[src/rtl/t3_pkg.sv]
// Package t3_pkg
// Shared encodings for the interval timer: the period-select codes and the
// count-source codes. Assumes a two-bit period field and two sources.
package t3_pkg;

    // Underflow point selection, in order of rising period
    typedef enum logic [1:0] {
        PER_B8   = 2'd0,
        PER_B10  = 2'd1,
        PER_B12  = 2'd2,
        PER_FULL = 2'd3
    } per_sel_e;

    // Count source selection
    typedef enum logic {
        SRC_A = 1'b0,
        SRC_B = 1'b1
    } src_sel_e;

    localparam int PER_CODES = 4;

endpackage

[src/rtl/t3_tick_gate.sv]
// Module t3_tick_gate
// Picks one of two count strobes and gates it with the run control, giving
// the single-cycle decrement enable for the counter.
// Assumes both strobes are synchronous enables, one cycle wide per count.
module t3_tick_gate
    import t3_pkg::*;
(
    input  logic run_i,
    input  logic src_sel_i,
    input  logic src_a_i,
    input  logic src_b_i,
    output logic tick_o
);

    src_sel_e sel;

    // Decode the source code and qualify the chosen strobe with the run bit
    always_comb begin
        sel    = src_sel_e'(src_sel_i);
        tick_o = run_i & ((sel == SRC_B) ? src_b_i : src_a_i);
    end

endmodule

[src/rtl/t3_down_counter.sv]
// Module t3_down_counter
// Free-running WIDTH-bit down counter. It decrements on tick_i and is parked
// at all ones while run_i is low. An underflow is flagged combinationally
// when a tick finds the low bits [k:0] zero, where k is picked by
// per_sel_i from the BIT0..BIT3 parameters. There is no reload: the counter
// keeps wrapping through all ones.
// Assumes per_sel_i is steady while counting.
module t3_down_counter
    import t3_pkg::*;
#(
    parameter int WIDTH = 16,
    parameter int BIT0  = 8,
    parameter int BIT1  = 10,
    parameter int BIT2  = 12,
    parameter int BIT3  = 15
) (
    input  logic             clk,
    input  logic             rst_n,
    input  logic             run_i,
    input  logic             tick_i,
    input  logic [1:0]       per_sel_i,
    output logic [WIDTH-1:0] cnt_o,
    output logic             uf_o
);

    localparam logic [WIDTH-1:0] ALL_ONES = '1;
    localparam int BIT_TBL [PER_CODES] = '{BIT0, BIT1, BIT2, BIT3};

    logic [WIDTH-1:0] cnt_q;
    logic [WIDTH-1:0] mask_tbl [PER_CODES];
    logic [WIDTH-1:0] sel_mask;

    // Build one low-bit mask per period code
    for (genvar g = 0; g < PER_CODES; g++) begin : g_mask
        assign mask_tbl[g] = ALL_ONES >> (WIDTH - 1 - BIT_TBL[g]);
    end

    // Pick the mask for the active period and detect the borrow out of bit k
    always_comb begin
        sel_mask = mask_tbl[per_sel_i];
        uf_o     = tick_i & ((cnt_q & sel_mask) == '0);
    end

    // Counter state: reset and stop park at all ones, a tick decrements
    always_ff @(posedge clk) begin
        if (!rst_n || !run_i) begin
            cnt_q <= ALL_ONES;
        end else if (tick_i) begin
            cnt_q <= cnt_q - 1'b1;
        end
    end

    assign cnt_o = cnt_q;

    // a stopped counter reads all ones on the next cycle
    a_r3_stop_parks: assert property (@(posedge clk) disable iff (!rst_n)
        !run_i |=> (cnt_q == ALL_ONES));

    // a tick while running lowers the count by exactly one
    a_r1_step_down: assert property (@(posedge clk) disable iff (!rst_n)
        (run_i && tick_i) |=> (cnt_q == $past(cnt_q) - 1'b1));

    // no tick while running leaves the count unchanged
    a_r1_hold_idle: assert property (@(posedge clk) disable iff (!rst_n)
        (run_i && !tick_i) |=> $stable(cnt_q));

    // after an underflow the selected low bits are all ones
    a_r5_wraps_on: assert property (@(posedge clk) disable iff (!rst_n)
        (uf_o && run_i) |=> ((cnt_q & $past(sel_mask)) == $past(sel_mask)));

endmodule

[src/rtl/t3_req_flag.sv]
// Module t3_req_flag
// Request flag for the timer underflow. It is set by set_i and cleared by an
// interrupt acknowledge, or by a skip test that finds the flag high. Set has
// priority over a clear in the same cycle.
// Assumes the clear inputs are single-cycle pulses.
module t3_req_flag (
    input  logic clk,
    input  logic rst_n,
    input  logic set_i,
    input  logic ack_i,
    input  logic skip_i,
    output logic flag_o
);

    logic flag_q;
    logic clr;

    // A skip test clears only a flag that it finds set
    always_comb begin
        clr = ack_i | (skip_i & flag_q);
    end

    // Flag state with set-over-clear priority
    always_ff @(posedge clk) begin
        if (!rst_n) begin
            flag_q <= 1'b0;
        end else if (set_i) begin
            flag_q <= 1'b1;
        end else if (clr) begin
            flag_q <= 1'b0;
        end
    end

    assign flag_o = flag_q;

    // a set request always leaves the flag high
    a_r9_set_wins: assert property (@(posedge clk) disable iff (!rst_n)
        set_i |=> flag_q);

    // an acknowledge without a set clears the flag
    a_r7_ack_clears: assert property (@(posedge clk) disable iff (!rst_n)
        (ack_i && !set_i) |=> !flag_q);

    // a skip test on a set flag clears it
    a_r8_skip_clears: assert property (@(posedge clk) disable iff (!rst_n)
        (skip_i && flag_q && !set_i) |=> !flag_q);

    // with no set and no clear input, the flag holds
    a_r6_flag_holds: assert property (@(posedge clk) disable iff (!rst_n)
        (!set_i && !ack_i && !skip_i) |=> $stable(flag_q));

endmodule

[src/rtl/t3_wake_timer.sv]
// Module t3_wake_timer
// Top of the interval timer: source gating, the free-running down counter,
// the request flag, the registered wake pulse and the clock tap.
// Assumes all inputs are synchronous to clk, and that the period and source
// selections change only while run_i is low.
module t3_wake_timer #(
    parameter int WIDTH   = 16,
    parameter int TAP_BIT = 4,
    parameter int BIT0    = 8,
    parameter int BIT1    = 10,
    parameter int BIT2    = 12,
    parameter int BIT3    = 15
) (
    input  logic       clk,
    input  logic       rst_n,
    input  logic       run_i,
    input  logic       src_sel_i,
    input  logic [1:0] per_sel_i,
    input  logic       src_a_i,
    input  logic       src_b_i,
    input  logic       pd_mode_i,
    input  logic       irq_ack_i,
    input  logic       skip_test_i,
    output logic       req_flag_o,
    output logic       wake_o,
    output logic       tap_o
);

    logic             tick;
    logic             uf;
    logic [WIDTH-1:0] cnt;
    logic             wake_q;

    t3_tick_gate u_gate (
        .run_i     (run_i),
        .src_sel_i (src_sel_i),
        .src_a_i   (src_a_i),
        .src_b_i   (src_b_i),
        .tick_o    (tick)
    );

    t3_down_counter #(
        .WIDTH (WIDTH),
        .BIT0  (BIT0),
        .BIT1  (BIT1),
        .BIT2  (BIT2),
        .BIT3  (BIT3)
    ) u_cnt (
        .clk       (clk),
        .rst_n     (rst_n),
        .run_i     (run_i),
        .tick_i    (tick),
        .per_sel_i (per_sel_i),
        .cnt_o     (cnt),
        .uf_o      (uf)
    );

    t3_req_flag u_flag (
        .clk    (clk),
        .rst_n  (rst_n),
        .set_i  (uf),
        .ack_i  (irq_ack_i),
        .skip_i (skip_test_i),
        .flag_o (req_flag_o)
    );

    // Wake pulse: one cycle after an underflow taken in power-down mode
    always_ff @(posedge clk) begin
        if (!rst_n) begin
            wake_q <= 1'b0;
        end else begin
            wake_q <= uf & pd_mode_i;
        end
    end

    assign wake_o = wake_q;
    assign tap_o  = cnt[TAP_BIT];

    // a wake pulse only accompanies a freshly set flag
    a_r10_wake_with_flag: assert property (@(posedge clk) disable iff (!rst_n)
        wake_o |-> req_flag_o);

    // outside power-down mode no wake pulse follows
    a_r10_no_wake_awake: assert property (@(posedge clk) disable iff (!rst_n)
        !pd_mode_i |=> !wake_o);

    // a stopped timer neither sets the flag nor wakes
    a_r3_stopped_quiet: assert property (@(posedge clk) disable iff (!rst_n)
        (!run_i && !req_flag_o) |=> (!req_flag_o && !wake_o));

    // while stopped, the tap reads one
    a_r11_tap_parked: assert property (@(posedge clk) disable iff (!rst_n)
        !run_i |=> tap_o);

endmodule

[config.mk]
export PLATFORM = sky130hd
export DESIGN_NAME = t3_wake_timer
export DESIGN_NICKNAME = d
export VERILOG_FILES = /design/src/rtl/t3_pkg.sv /design/src/rtl/t3_tick_gate.sv /design/src/rtl/t3_down_counter.sv /design/src/rtl/t3_req_flag.sv /design/src/rtl/t3_wake_timer.sv
export SDC_FILE = /design/constraint.sdc
export NUM_CORES = 1
export LEC_CHECK = 0
export ABC_AREA = 1
export CORE_AREA = 4 4 52 54
export CTS_CLUSTER_DIAMETER = 40
export CTS_CLUSTER_SIZE = 12
export DETAILED_ROUTE_END_ITERATION = 16
export DIE_AREA = 0 0 56 58
export PLACE_DENSITY = 0.67
export SETUP_SLACK_MARGIN = 0.4
export SYNTH_ARGS = -nofsm -noshare
export SYNTH_HDL_FRONTEND = slang
export SYNTH_SLANG_ARGS = --single-unit
[constraint.sdc]
create_clock -name clk -period 3.9 [get_ports clk]
set_input_delay 0.78 -clock clk [delete_from_list [all_inputs] [get_ports clk]]
set_output_delay 0.78 -clock clk [all_outputs]
set_load 0.01 [all_outputs]
==> Yosys cells after proc, flatten, opt, wreduce, memory -nomap -nowiden <==
Cells that the tools add are included.
{ "word_totals": {"regBits": 18, "latch_bits": 0, "mem_bits_rw": 0, "rom_bits": 0, "in_bits": 11, "output_inout_bits": 3, "wordCells": 23, "mem_count": 0} }
{ "op_classes": {"add_sub_neg": 1, "multipliers": 0, "n_div": 0, "magnitude_cmp": 1, "n_eq_ne": 0, "shift": 0, "n_mux": 6, "bitwise": 7, "n_reduce_logical": 5} }
{ "ops": {"columns": ["op", "count"], "rows": [
  ["$bmux 16 s2", 1],
  ["$mux 16", 2],
  ["$and 16x16->16", 1],
  ["$logic_not 16->1", 1],
  ["$sub 16x1->16 const B", 1],
  ["$and 1x1->1", 4],
  ["$ge 3x3->1 const B", 1],
  ["$mux 1", 3],
  ["$not 2->3", 1],
  ["$logic_not 1->1", 2],
  ["$reduce_bool 2->1", 1],
  ["$logic_or 1x1->1", 1],
  ["$or 1x1->1", 1]
]} }

==> Longest topological paths before layout <==
{ "logic_depth": {"word_depth": 8, "depth_mapped": 9, "depth_no_buf": 9} }

==> Hierarchy <==
Synthesis repeated with hierarchy kept, for this count alone.
{ "unflattened": {"hier_cells": 144, "hier_area_um2": 958.4} }
{ "by_module_without_submodules": {"columns": ["module", "instances", "cells_per_inst", "area_each_um2", "seq_area_each_um2"], "rows": [
  ["t3_down_counter", 1, 128, 849.6, 320.3],
  ["t3_req_flag", 1, 7, 53.8, 20.0],
  ["t3_wake_timer", 1, 4, 33.8, 20.0],
  ["t3_tick_gate", 1, 5, 21.3, 0.0]
]} }

==> Worst setup path before layout <==
No wires, ideal clock.
{ "synth_path": {"path_type": "input-to-reg", "start": "input port src_a_i", "end": "register u_cnt.cnt_q[11], in the netlist u_cnt.cnt_o[11]", "setup_ps": 130, "arrival_ps": 1455, "required_ps": 3770, "setup_slack_ps": 2315, "stages": 8, "n_path_buf": 1, "cell_sequence": "inv_1 -> o21ai_2 -> nand2_2 -> buf_6 -> nor2_4 -> nand2_1 -> nand2_1 -> nand3_1"} }
{ "synth_via": {"elab_chain_len": 2} }
{ "synth_rtl": {"columns": ["element", "line_no", "source"], "rows": [
  ["start, declared", "t3_wake_timer.sv:19", "input logic src_a_i,"],
  ["$mux 1", "t3_tick_gate.sv:20", "tick_o = run_i & ((sel == SRC_B) ? src_b_i : src_a_i);"],
  ["$and 1x1->1", "t3_tick_gate.sv:20", null],
  ["end signal, assigned", "t3_down_counter.sv:49", "cnt_q <= cnt_q - 1'b1;"],
  ["end, declared", "t3_down_counter.sv:29", "logic [WIDTH-1:0] cnt_q;"]
]} }
No other way between the ends.
A chain may end at the register's enable or synchronous reset.

==> Worst setup path in the final report <==
{ "layout_path": {"start": "register u_cnt.cnt_q[4], in the netlist u_cnt.cnt_o[4]", "end": "output port tap_o"} }
{ "layout_rtl": {"columns": ["element", "line_no", "source"], "rows": [
  ["end, declared", "t3_wake_timer.sv:26", "output logic tap_o"]
]} }
No word-level cell between the ends.

==> impl_metrics.py <==
metrics = {
    "global_route": {
        "grt_max_degree": 15,
        "grt.busiest_layer": "met2",
        "use_met3_pct": 2.227,
        "use_met2_pct": 24.71,
        "grt-ovfl-total": 0,
        "grt_pass1_vias": 901,
        "grt_use_total_pct": 13.63,
        "antenna_found_initial": 0,
        "grt_pass1_wl_microns": 3581,
        "met1_usage_pct": 15.73,
    },
    "routing": {
        "vias": 962,
        "antenna_left": 0,
        "drt-total-wl_microns": 1947,
        "wl_per_cell_microns": 10.25,
        "drt_iter0_drc": 21,
        "viasPerCell": 5.063,
        "drcViolationCount": 0,
        "drt_pass1_iterations": 4,
    },
    "critical_path": {
        "cp_max_fo": 5,
        "cp-start-kind": "register",
        "critical-path-max-stage-delay_ns": 0.56,
        "cp_cell_sequence": "clkdlybuf4s50_1",
        "cp_num_buf_inv": 1,
        "critPathCaptureType": "output port",
        "crit_type": "register to output port",
        "slowest_stage": "clkdlybuf4s50_1",
        "critPathArrivalTime_ns": 1.25,
        "crit_required_ns": 3.12,
        "cp_top_family": "buffers and inverters",
    },
    "power_and_ir_drop": {
        "p_sw_w": 0.00006947,
        "vdd_drop_max_mv": 0.1618,
        "p_sw_share_pct": 22.93,
        "sequentialPowerShare_pct": 61.3,
        "clkPwrFrac_pct": 29.8,
        "intPower_w": 0.0002335,
        "leakage_nw": 0.5788,
        "power_density_nw_per_um2": 260.6,
        "p_comb_share_pct": 8.9,
    },
    "sta": {
        "finalClockSkew_ns": 0.0007685,
        "fin_crit_sh_pct": 51.96,
        "rsz0062_at_grt": "no",
        "fin_tns_setup_ns": 0,
        "final-setup-viol-count": 0,
        "max_freq_mhz": 493.5,
        "tightest_slew_ns": 0.4448,
        "fin_crit_ns": 2.026,
        "hold_viol_final": 0,
        "slew_viol_final": 0,
        "relSlewSlack_pct": 70.31,
        "hold_slack_ns": 0.4768,
    },
    "synthesis": {
        "synth_area_leaders": "dfxtp_1, nand2_1, nand3_1, inv_1, nor2_1",
        "synth_largest_area_cell": "dfxtp_1",
        "synth_nets": 160,
        "ys_types": 25,
        "synth_flop_cell": "dfxtp_1",
        "yosys_warnings": 0,
        "ys_ff_latch": 18,
        "yosysTopAreaCellShare_pct": 36.41,
        "syn-cell-area_sq_um": 989.7,
        "synth.avg_cell_area_sq_um": 6.687,
        "async_flop_share_pct": 0,
        "synthCells": 148,
        "synth_edf_count": 0,
        "synth_sequential_area_ratio_pct": 36.41,
    },
    "cells_and_area": {
        "final_layout_size_suffix_gt1_share_pct": 8.642,
        "final.fill_count": 243,
        "final_util_pct": 52.55,
        "diodes": 0,
        "syn2layout_area_growth_pct": 17.45,
        "nets": 176,
    },
    "outcome": {
        "status": "finished clean",
    },
    "die": {
        "start_util_pct": 44.74,
        "die-area_sq_um": 3248,
        "fp-row-count": 17,
        "fp.dieH_microns": 58,
        "die_w_microns": 56,
        "ios": 14,
        "core-area_sq_um": 2212,
    },
    "worst_hold_path": {
        "holdCritPathClass": "register to register",
    },
    "cts": {
        "clk_path_buf_depth": 2,
        "post_cts_resized": 0,
        "cts_hold_buf": 0,
        "post_cts_buffers": 0,
        "numCtsBuffers": 3,
        "insertion_delay_ns": 0.28,
        "cts-root-buf": "clkbuf_4",
        "cts_num_sinks": 18,
        "h-tree-depth": 1,
        "clk_pin_slew_worst_paths_ns": 0.10,
        "cts_tree": "built",
    },
    "placement": {
        "numPortBuffers": 13,
        "hpwlAfterDp_microns": 1582,
        "globalplace.congestion": 0.8091,
    },
    "run": {
        "maxCapViolCount": 0,
    },
}
final cells by class:
type,count,area [sq um],share of cell area [%]
clock buffer,3,22.52,1.938
inverter,24,91.34,7.858
multi-input combinational,104,523.0,44.99
sequential,18,360.3,31.00
tap,28,35.03,3.014
timing repair buffer,13,130.1,11.19
worst min-delay path: stages (launching register included):
cell and delay (ns):
dfxtp_1 0.35, nand2_1 0.05, nand3_1 0.05
cell usage in the layout, fill, tap and decap left out, drive strengths merged:
cell type      count
nand3b             3
nand2             40
clkdlybuf4s50     13
dfxtp             18
o211ai             1
a21oi              4
clkbuf             3
nor3               4
nand3             21
nor2              19
clkinv             1
or3b               1
nand4              1
o21ai              9
inv               23
ha                 1
cell usage after synthesis, types with 2 or more instances:
cell type,n
nand2_1,39
inv_1,23
nand3_1,20
dfxtp_1,18
nor2_1,15
o21ai_0,7
a21oi_1,3
nand3b_1,3
nor3_1,3
nor2_4,2
power by group through the flow:
| stage | logic, W | registers (W) | clock network [W] |
|---|---|---|---|
| after global placement | 0.0000267 | 0.000190 | 0 |
| after floorplan | 0.0000149 | 0.000190 | 0 |
| after detailed placement | 0.0000273 | 0.000190 | 0 |
| after global routing | 0.0000302 | 0.000186 | 0.000105 |
| final | 0.0000268 | 0.000186 | 0.0000904 |
| after CTS | 0.0000275 | 0.000186 | 0.0000952 |
metal layers:
metal	part of all wire, %	routed length [microns]
met1	45	882
met3	4.0	78
met4	0.72	14
met2	50	971
met5	0	0
worst paths after layout:
path / depth (start not counted) / slack [ns] / endpoint / from
hold reg to reg: 2 / 0.48 / u_cnt.cnt_o[10] / u_cnt.cnt_o[10]
setup reg to reg: 9 / 2.42 / u_cnt.cnt_o[14] / u_cnt.cnt_o[0]
setup / recovery: 1 / 1.87 / tap_o / u_cnt.cnt_o[4]
hold / removal: 2 / 0.48 / u_cnt.cnt_o[10] / u_cnt.cnt_o[10]
flip-flops by register name, indices dropped and copies added, names as in the netlist:
| signal | flops |
|---|---|
| wake_o | 1 |
| u_flag.flag_o | 1 |
| u_cnt.cnt_o | 16 |
cell families after synthesis:
| group | after synthesis | share of synthesized area (%) |
|---|---|---|
| compound gates | 14 | 8.090 |
| fa+ha+maj | 1 | 1.264 |
| buf+inv | 26 | 10.74 |
| flops | 18 | 36.41 |
| simple gates | 89 | 43.49 |
per-stage QoR:
stage | total power, W | setup slack [ns] | cells | instance area [sq um]
floorplan | 0.0002047 | 2.315 | 148 | 989.7
global placement | 0.0002167 | 1.661 | 187 | 1140
detailed placement | 0.0002173 | 1.563 | 187 | 1140
CTS | 0.0003083 | 1.860 | 190 | 1162
global route | 0.0003209 | 1.735 | 190 | 1162
finish | 0.0003029 | 1.874 | 190 | 1162
Note: power is estimated with default switching activity, not from simulation.
